<file path="src/rtl/pixcap_dualedge.sv">
module pixcap_dualedge #(
  parameter int HALF_W = 12
) (
  input  logic                clk,
  input  logic                rst,
  input  logic [2*HALF_W-1:0] bus_d,
  input  logic                hsync_i,
  input  logic                vsync_i,
  input  logic                de_i,
  input  logic                cfg_from_reg,
  input  logic                pin_wide,
  input  logic                pin_rise,
  input  logic                pin_diff,
  input  logic                reg_wide,
  input  logic                reg_rise,
  input  logic                reg_diff,
  input  logic                high_swing,
  output logic [2*HALF_W-1:0] pix_o,
  output logic                pix_vld,
  output logic                hsync_o,
  output logic                vsync_o,
  output logic                de_o,
  output logic                diff_clk_active,
  output logic                mode_err
);
  localparam int PIX_W = 2 * HALF_W;
  localparam int CAP_W = PIX_W + 3;

  logic wide, rise, diff_req;
  assign wide     = cfg_from_reg ? reg_wide : pin_wide;
  assign rise     = cfg_from_reg ? reg_rise : pin_rise;
  assign diff_req = cfg_from_reg ? reg_diff : pin_diff;

  logic [CAP_W-1:0] bus_w;
  assign bus_w = {hsync_i, vsync_i, de_i, bus_d};

  logic [CAP_W-1:0] pos_r, neg_r, neg_h;
  always_ff @(posedge clk) pos_r <= bus_w;
  always_ff @(negedge clk) neg_r <= bus_w;
  always_ff @(posedge clk) neg_h <= neg_r;

  logic [1:0] cfg_q;
  logic       settle;
  logic       chg;
  assign chg = ({wide, rise} != cfg_q);

  logic [CAP_W-1:0] nxt;
  always_comb begin
    unique case ({wide, rise})
      2'b11:   nxt = pos_r;
      2'b10:   nxt = neg_r;
      2'b01:   nxt = {pos_r[CAP_W-1:PIX_W], neg_r[HALF_W-1:0], pos_r[HALF_W-1:0]};
      default: nxt = {neg_h[CAP_W-1:PIX_W], pos_r[HALF_W-1:0], neg_h[HALF_W-1:0]};
    endcase
  end

  always_ff @(posedge clk) begin
    cfg_q <= {wide, rise};
    if (rst) begin
      settle          <= 1'b1;
      pix_o           <= '0;
      pix_vld         <= 1'b0;
      {hsync_o, vsync_o, de_o} <= 3'b000;
      diff_clk_active <= 1'b0;
      mode_err        <= 1'b0;
    end else begin
      settle          <= chg;
      pix_o           <= nxt[PIX_W-1:0];
      pix_vld         <= !(chg || settle);
      {hsync_o, vsync_o, de_o} <= nxt[CAP_W-1:PIX_W];
      diff_clk_active <= diff_req && !high_swing;
      mode_err        <= diff_req && high_swing;
    end
  end
endmodule


</file>
<file path="config.mk">
export PLATFORM = sky130hd
export DESIGN_NAME = pixcap_dualedge
export DESIGN_NICKNAME = d
export VERILOG_FILES = /design/src/rtl/pixcap_dualedge.sv
export SDC_FILE = /design/constraint.sdc
export NUM_CORES = 1
export LEC_CHECK = 0
export BUFFER_PORTS_ARGS = -buffer_cell sky130_fd_sc_hd__buf_4
export CORE_MARGIN = 1.5
export CORE_UTILIZATION = 57
export CTS_CLUSTER_SIZE = 16
export DETAILED_ROUTE_END_ITERATION = 7
export PLACE_DENSITY = 0.91
export SLEW_MARGIN = 0
export SYNTH_ARGS = -nofsm -noshare
export SYNTH_HDL_FRONTEND = slang
export SYNTH_SLANG_ARGS = --single-unit
</file>
<file path="constraint.sdc">
create_clock -name clk -period 3.2 [get_ports clk]
set_clock_uncertainty 0.05 [all_clocks]
set_input_delay 0.64 -clock clk [delete_from_list [all_inputs] [get_ports clk]]
set_output_delay 0.64 -clock clk [all_outputs]
set_load 0.02 [all_outputs]
</file>
==> qor.txt, run 1 <==
Setup Viol. Count Final = 0
Relative slew slack = 0.519
Yosys reg bits = 102
Critical-path maximum fanout = 3
Drt pass-1 iters = 4
H-tree depth = 3
Placed wire-length estimate = 4240 microns
Worst VDD drop = 0.539 mV
Gpl congestion = 0.839
Sequential area share after synthesis = 0.645
Syn-to-layout area delta = 25.4%
Critical Path Start = neg_r[10]
CP max-delay cell = dfxtp_1
# rows = 26
Die Y = 77.5 microns
Mean Syn Cell Area = 12.4 sq um
Share of cells above drive strength 1 = 0.269
Die X = 77.5 microns
Largest net degree at the start of global routing = 32
Crit-path cells = o21ai_0 > a311oi_1
Routed len/inst = 15.6 microns
CTS tree = done
Hold Path Class = primary input to flop
Inserted Clock Buffers = 9
Distinct cells, synth = 27
Max-Cap Viols = 0
Number of global-route vias before repair = 2109
Setup_tns = 0 ps
# diodes = 0
Initial Utilization = 0.604
Antenna Nets Post-Route = 0
Worst R2R Setup Slack = 650 ps
Crit. End Element = flop
Postcts setup bufs = 0
Hold-fix buffers at CTS = 0
RSZ-0062 raised after global routing = no
Die area = 6010 sq um
Total track usage = 0.230
CP top delay family = compound AO/OA/AOI/OAI gates
Most common cell after layout, fill and taps aside = dfxtp_1
CP arrival = 2760 ps
Most frequent cells in the layout = dfxtp_1, buf_4, inv_1
Placed insts = 374
Clock Tree Buf Depth = 2
Levels on crit path = 2
Finished Layout Cells = 416
Initial antenna violation count = 0
Syn Nets = 293
CTS clk-pin slew, worst paths = 100 ps
Post-DP Area = 3650 sq um
Post-synthesis cell area = 3160 sq um
Global-route wire length before repair = 10400 microns
Max incr delay on CP = 360 ps
Wirelength, routed = 6470 microns
Vias = 2252
Syn Inst Count = 256
CP Launch Type = flop
I/O pin count = 67
Final hold viol count = 0
Via density = 5.41
Worst path buffer plus inverter count = 0
Final Cell Area = 3970 sq um
Crit path kind = flop to flop
DRT iter0 DRCs = 173
Resized Gates After CTS = 0
Hold Crit Depth = 1
Core Box Area = 5240 sq um
Crit path to = pix_o[22]
Port Buf Inserts = 66
Leakage = 1.78 nW
Clk Latency, worst-skew pair = 410 ps
Fin. max-slew vios = 0
RR Startpoint = neg_r[10]
Pwr Density = 674 nW/um^2
CP required = 3410 ps
Outcome = finished, final reports clean
Yosys Warn Count = 0
Worst Tran Pin Value = 706 ps
DRC Markers = 0
Clock Tree Root = clkbuf_8
Net count, final = 378
GR Overflow Total = 0
RR Endpoint = pix_o[22]
R2R depth = 2
CTS Sinks = 102
==> worst min path at each step <==
stage | start | endpoint | slack (ps)
floorplan | settle | pix_vld | 320
global placement | settle | pix_vld | 330
detailed placement | settle | pix_vld | 340
CTS | bus_d[7] | pos_r[7] | 310
global route | vsync_i | pos_r[25] | 300
finish | hsync_i | pos_r[26] | 320
==> sequential cells by signal, indices dropped and copies added, names as in the netlist <==
| signal | cells |
|---|---|
| cfg_q | 2 |
| de_o | 1 |
| diff_clk_active | 1 |
| hsync_o | 1 |
| mode_err | 1 |
| neg_h | 15 |
| neg_r | 27 |
| pix_o | 24 |
| pix_vld | 1 |
| pos_r | 27 |
| settle | 1 |
| vsync_o | 1 |
==> layer usage <==
metal,vias to the layer above,track usage,routed length [microns]
li1,1113,-,-
met1,1043,0.280,2680
met2,84,0.376,3250
met3,12,0.0647,377
met4,0,0.113,167
met5,-,0,0
==> area by class of cell <==
cell class	count	area [sq um]
Clock buffer	9	124
Clock inverter	34	200
Fill cell	343	1270
Inverter	2	7.51
Multi-Input combinational cell	130	988
Sequential cell	102	2040
Tap cell	70	87.6
Timing Repair Buffer	69	518
==> report_power, final <==
part | internal [mW] | total (mW) | leakage [nW] | switching (mW)
registers | 1.35 | 1.39 | 0.857 | 0.0339
logic | 0.122 | 0.267 | 0.667 | 0.145
clock network | 0.491 | 1.02 | 0.252 | 0.530
==> synth_stat cells (all sizes together) <==
master  count  area (sq um)
buf        11          97.6
o21ai      24           120
a41oi      12           105
nor3        1          5.00
nor4        1          6.26
and4b      12           120
mux2i      18           193
a211oi     15           113
inv         3          11.3
nor2       15          56.3
a311oi     12           124
and3b       1          8.76
clkbuf     10          37.5
dfxtp     102          2040
xnor2       2          17.5
or3b        1          11.3
a21oi      12          63.8
or3         2          12.5
nor3b       2          20.0
==> through the flow <==
| stage | power, mW | hold slack (ps) | utilization | setup slack [ps] |
|---|---|---|---|---|
| after CTS | 2.69 | 313 | 0.758 | 671 |
| after global routing | 2.81 | 301 | 0.758 | 571 |
| after detailed placement | 1.73 | 339 | 0.696 | 678 |
| final | 2.67 | 324 | 0.758 | 651 |
| after floorplan | 1.62 | 324 | - | 809 |
| after global placement | 1.72 | 331 | 0.696 | 679 |
==> worst reg2reg max path: stages (launching register included) <==
cell	delay, ps
dfxtp_1	360
o21ai_0	120
a311oi_1	280
==> cells by family after synthesis <==
| family | synth area share |
|---|---|
| compound gates | 0.166 |
| simple gates | 0.0759 |
| flops | 0.645 |
| xor+xnor | 0.00554 |
| buf+inv | 0.0463 |
| mux | 0.0609 |
No activity file was read; power rests on OpenSTA's default activity.
==> run 2: changes to the inputs <==
- CORE_UTILIZATION: 57 -> 47
- PLACE_DENSITY: 0.91 -> 0.81
- clock period: 3.2 -> 2.2 ns (I/O delays scaled with it)
==> run 2 against run 1 <==
The run now ends with design-rule violations left. Hold slack got worse by 190 ps. Non-clock buffer count rose by 2. Via count fell by 1.7%. Wire length fell by 3.2%. Sequential share of layout area fell by 0.11 points. Design area rose by 0.22%. Global-route usage fell by 5.1 points. Clock power rose by 30%. Combinational power rose by 48%. Die area rose by 20%. First-iteration DRC count fell by 0.58%.
==> qor.txt, run 2 (same netlist as run 1, synthesis figures left out) <==
Outcome = finished with violations
Failing checks = design-rule violations
CP max-delay cell = dfxtp_1
Postcts setup bufs = 0 (unchanged)
Placed insts = 383 (+2.4%)
Final hold viol count = 0 (unchanged)
Antenna Nets Post-Route = 0 (unchanged)
Placed wire-length estimate = 4310 microns (+1.8%)
Regs by FF count = neg_r: 27 flops, pos_r: 27 flops, pix_o: 24 flops
Hold Path Class = primary input to flop
Clock power share = 0.356 (-0.026)
Relative slew slack = 0.683 (+0.163)
CP arrival = 2210 ps (-550 ps)
Gpl congestion = 0.843 (+0.51%)
Initial Utilization = 0.493 (-0.111)
Fin util = 0.619 (-0.138)
Max-Cap Viols = 0 (unchanged)
DRC Markers = 6 (+6)
Hold Crit Depth = 1 (unchanged)
Die X = 85.1 microns (+9.7%)
Wirelength, routed = 6270 microns (-3.2%)
CTS Sinks = 102 (unchanged)
Clock Tree Root = clkbuf_8
Leakage = 1.78 nW (about the same)
I/O pin count = 67 (unchanged)
RSZ-0062 raised after global routing = no
Port Buf Inserts = 66 (unchanged)
Share of cells above drive strength 1 = 0.267 (-0.00154)
Number of global-route vias before repair = 2145 (+1.7%)
Total track usage = 0.180 (-0.0507)
Fin. max-slew vios = 0 (unchanged)
Setup_tns = 0 ps (unchanged)
Setup Viol. Count Final = 0 (unchanged)
Crit path kind = flop to flop
Worst Hold Launch = bus_d[19]
Combinational power share = 0.105 (+0.005)
Drt pass-1 iters = 6 (+2)
Pwr Density = 942 nW/um^2 (+40%)
Global-route wire length before repair = 10100 microns (-2.5%)
Most frequent cells in the layout = dfxtp_1, buf_4, inv_1
RR Startpoint = neg_r[9]
Share of power burned in registers = 0.538 (+0.019)
Max incr delay on CP = 350 ps (about the same)
Worst Tran Pin Value = 476 ps (-230 ps)
Vias = 2214 (-1.7%)
R2R depth = 2 (unchanged)
Inserted Clock Buffers = 9 (unchanged)
CP Launch Type = flop
Die Y = 85.1 microns (+9.7%)
# rows = 29 (+12%)
Die area = 7230 sq um (+20%)
Syn-to-layout area delta = 25.7%
RR Endpoint = pix_o[21]
Crit-path cells = o21ai_0 > a311oi_1
Finished Layout Cells = 425 (+2.2%)
Worst VDD drop = 0.436 mV (-19%)
Switch Pwr = 996 uW (+41%)
Initial antenna violation count = 0 (unchanged)
Most common cell after layout, fill and taps aside = dfxtp_1
Resized Gates After CTS = 0 (unchanged)
Internal power = 2.75 mW (+40%)
DRT iter0 DRCs = 172 (-0.58%)
Routed len/inst = 14.7 microns (-5.2%)
Via density = 5.21 (-3.8%)
CP required = 2420 ps (-990 ps)
Clk Latency, worst-skew pair = 400 ps (about the same)
Largest net degree at the start of global routing = 32 (unchanged)
H-tree depth = 3 (unchanged)
GR Overflow Total = 0 (unchanged)
Switching Fraction = 0.266 (+0.00104)
Net count, final = 380 (+0.53%)
Critical-path maximum fanout = 3 (unchanged)
CTS tree = done
Core Box Area = 6420 sq um (+23%)
Crit. End Element = flop
Hold-fix buffers at CTS = 0 (unchanged)
Worst R2R Setup Slack = 220 ps (-430 ps)
Clock Tree Buf Depth = 2 (unchanged)
Hold Crit Endpoint = pos_r[19]
# diodes = 0 (unchanged)
CTS clk-pin slew, worst paths = 90 ps (about the same)
[run 2: routing by layer]
layer / vias up / wire length [microns] / GRT usage
met5: - / 0 / 0
met4: 0 / 112 / 0.104
met3: 7 / 254 / 0.0360
met2: 50 / 3050 / 0.283
met1: 1037 / 2850 / 0.230
li1: 1120 / - / -
[run 2: how the worst max path moves through the flow]
stage                  from        end  slack, ps  cells after the start
6_report           neg_r[9]  pix_o[21]        220                      2
5_1_grt            neg_r[9]  pix_o[21]        150                      2
4_1_cts            neg_r[9]  pix_o[21]        230                      2
3_5_place_dp       neg_r[9]  pix_o[21]        270                      2
3_3_place_gp   cfg_from_reg  pix_o[14]        260                      5
2_1_floorplan      neg_r[1]  pix_o[13]        380                      2
[run 2: worst max-delay path: cells and delay by family, from the launching register on]
family             cells  cell delay [ps]
DFF                    1              350
AOI/OAI and AO/OA      2              350
[run 2: area by class of cell]
class                      instances  area (sq um)
clock buffer                      11           131
clock inverter                    32           165
fill                             532          2450
inverter                           2          7.51
multi-input combinational        130           988
sequential                       102          2040
tap                               77          96.3
timing repair buffer              71           546
[run 2: power by group through the flow]
stage	clock network, mW	logic, mW	registers, mW
global route	1.47	0.423	2.03
floorplan	0.0778	0.176	2.10
CTS	1.36	0.396	2.02
global placement	0.0778	0.389	2.05
finish	1.33	0.395	2.02
detailed placement	0.0778	0.395	2.05
[run 2: metrics by stage]
step,power [mW],area [sq um],setup slack (ps),hold slack (ps)
after floorplan,2.35,3160,380,324
after global placement,2.52,3680,257,332
after detailed placement,2.53,3680,268,344
after CTS,3.77,3980,229,115
after global routing,3.91,3980,148,108
final,3.75,3980,220,131
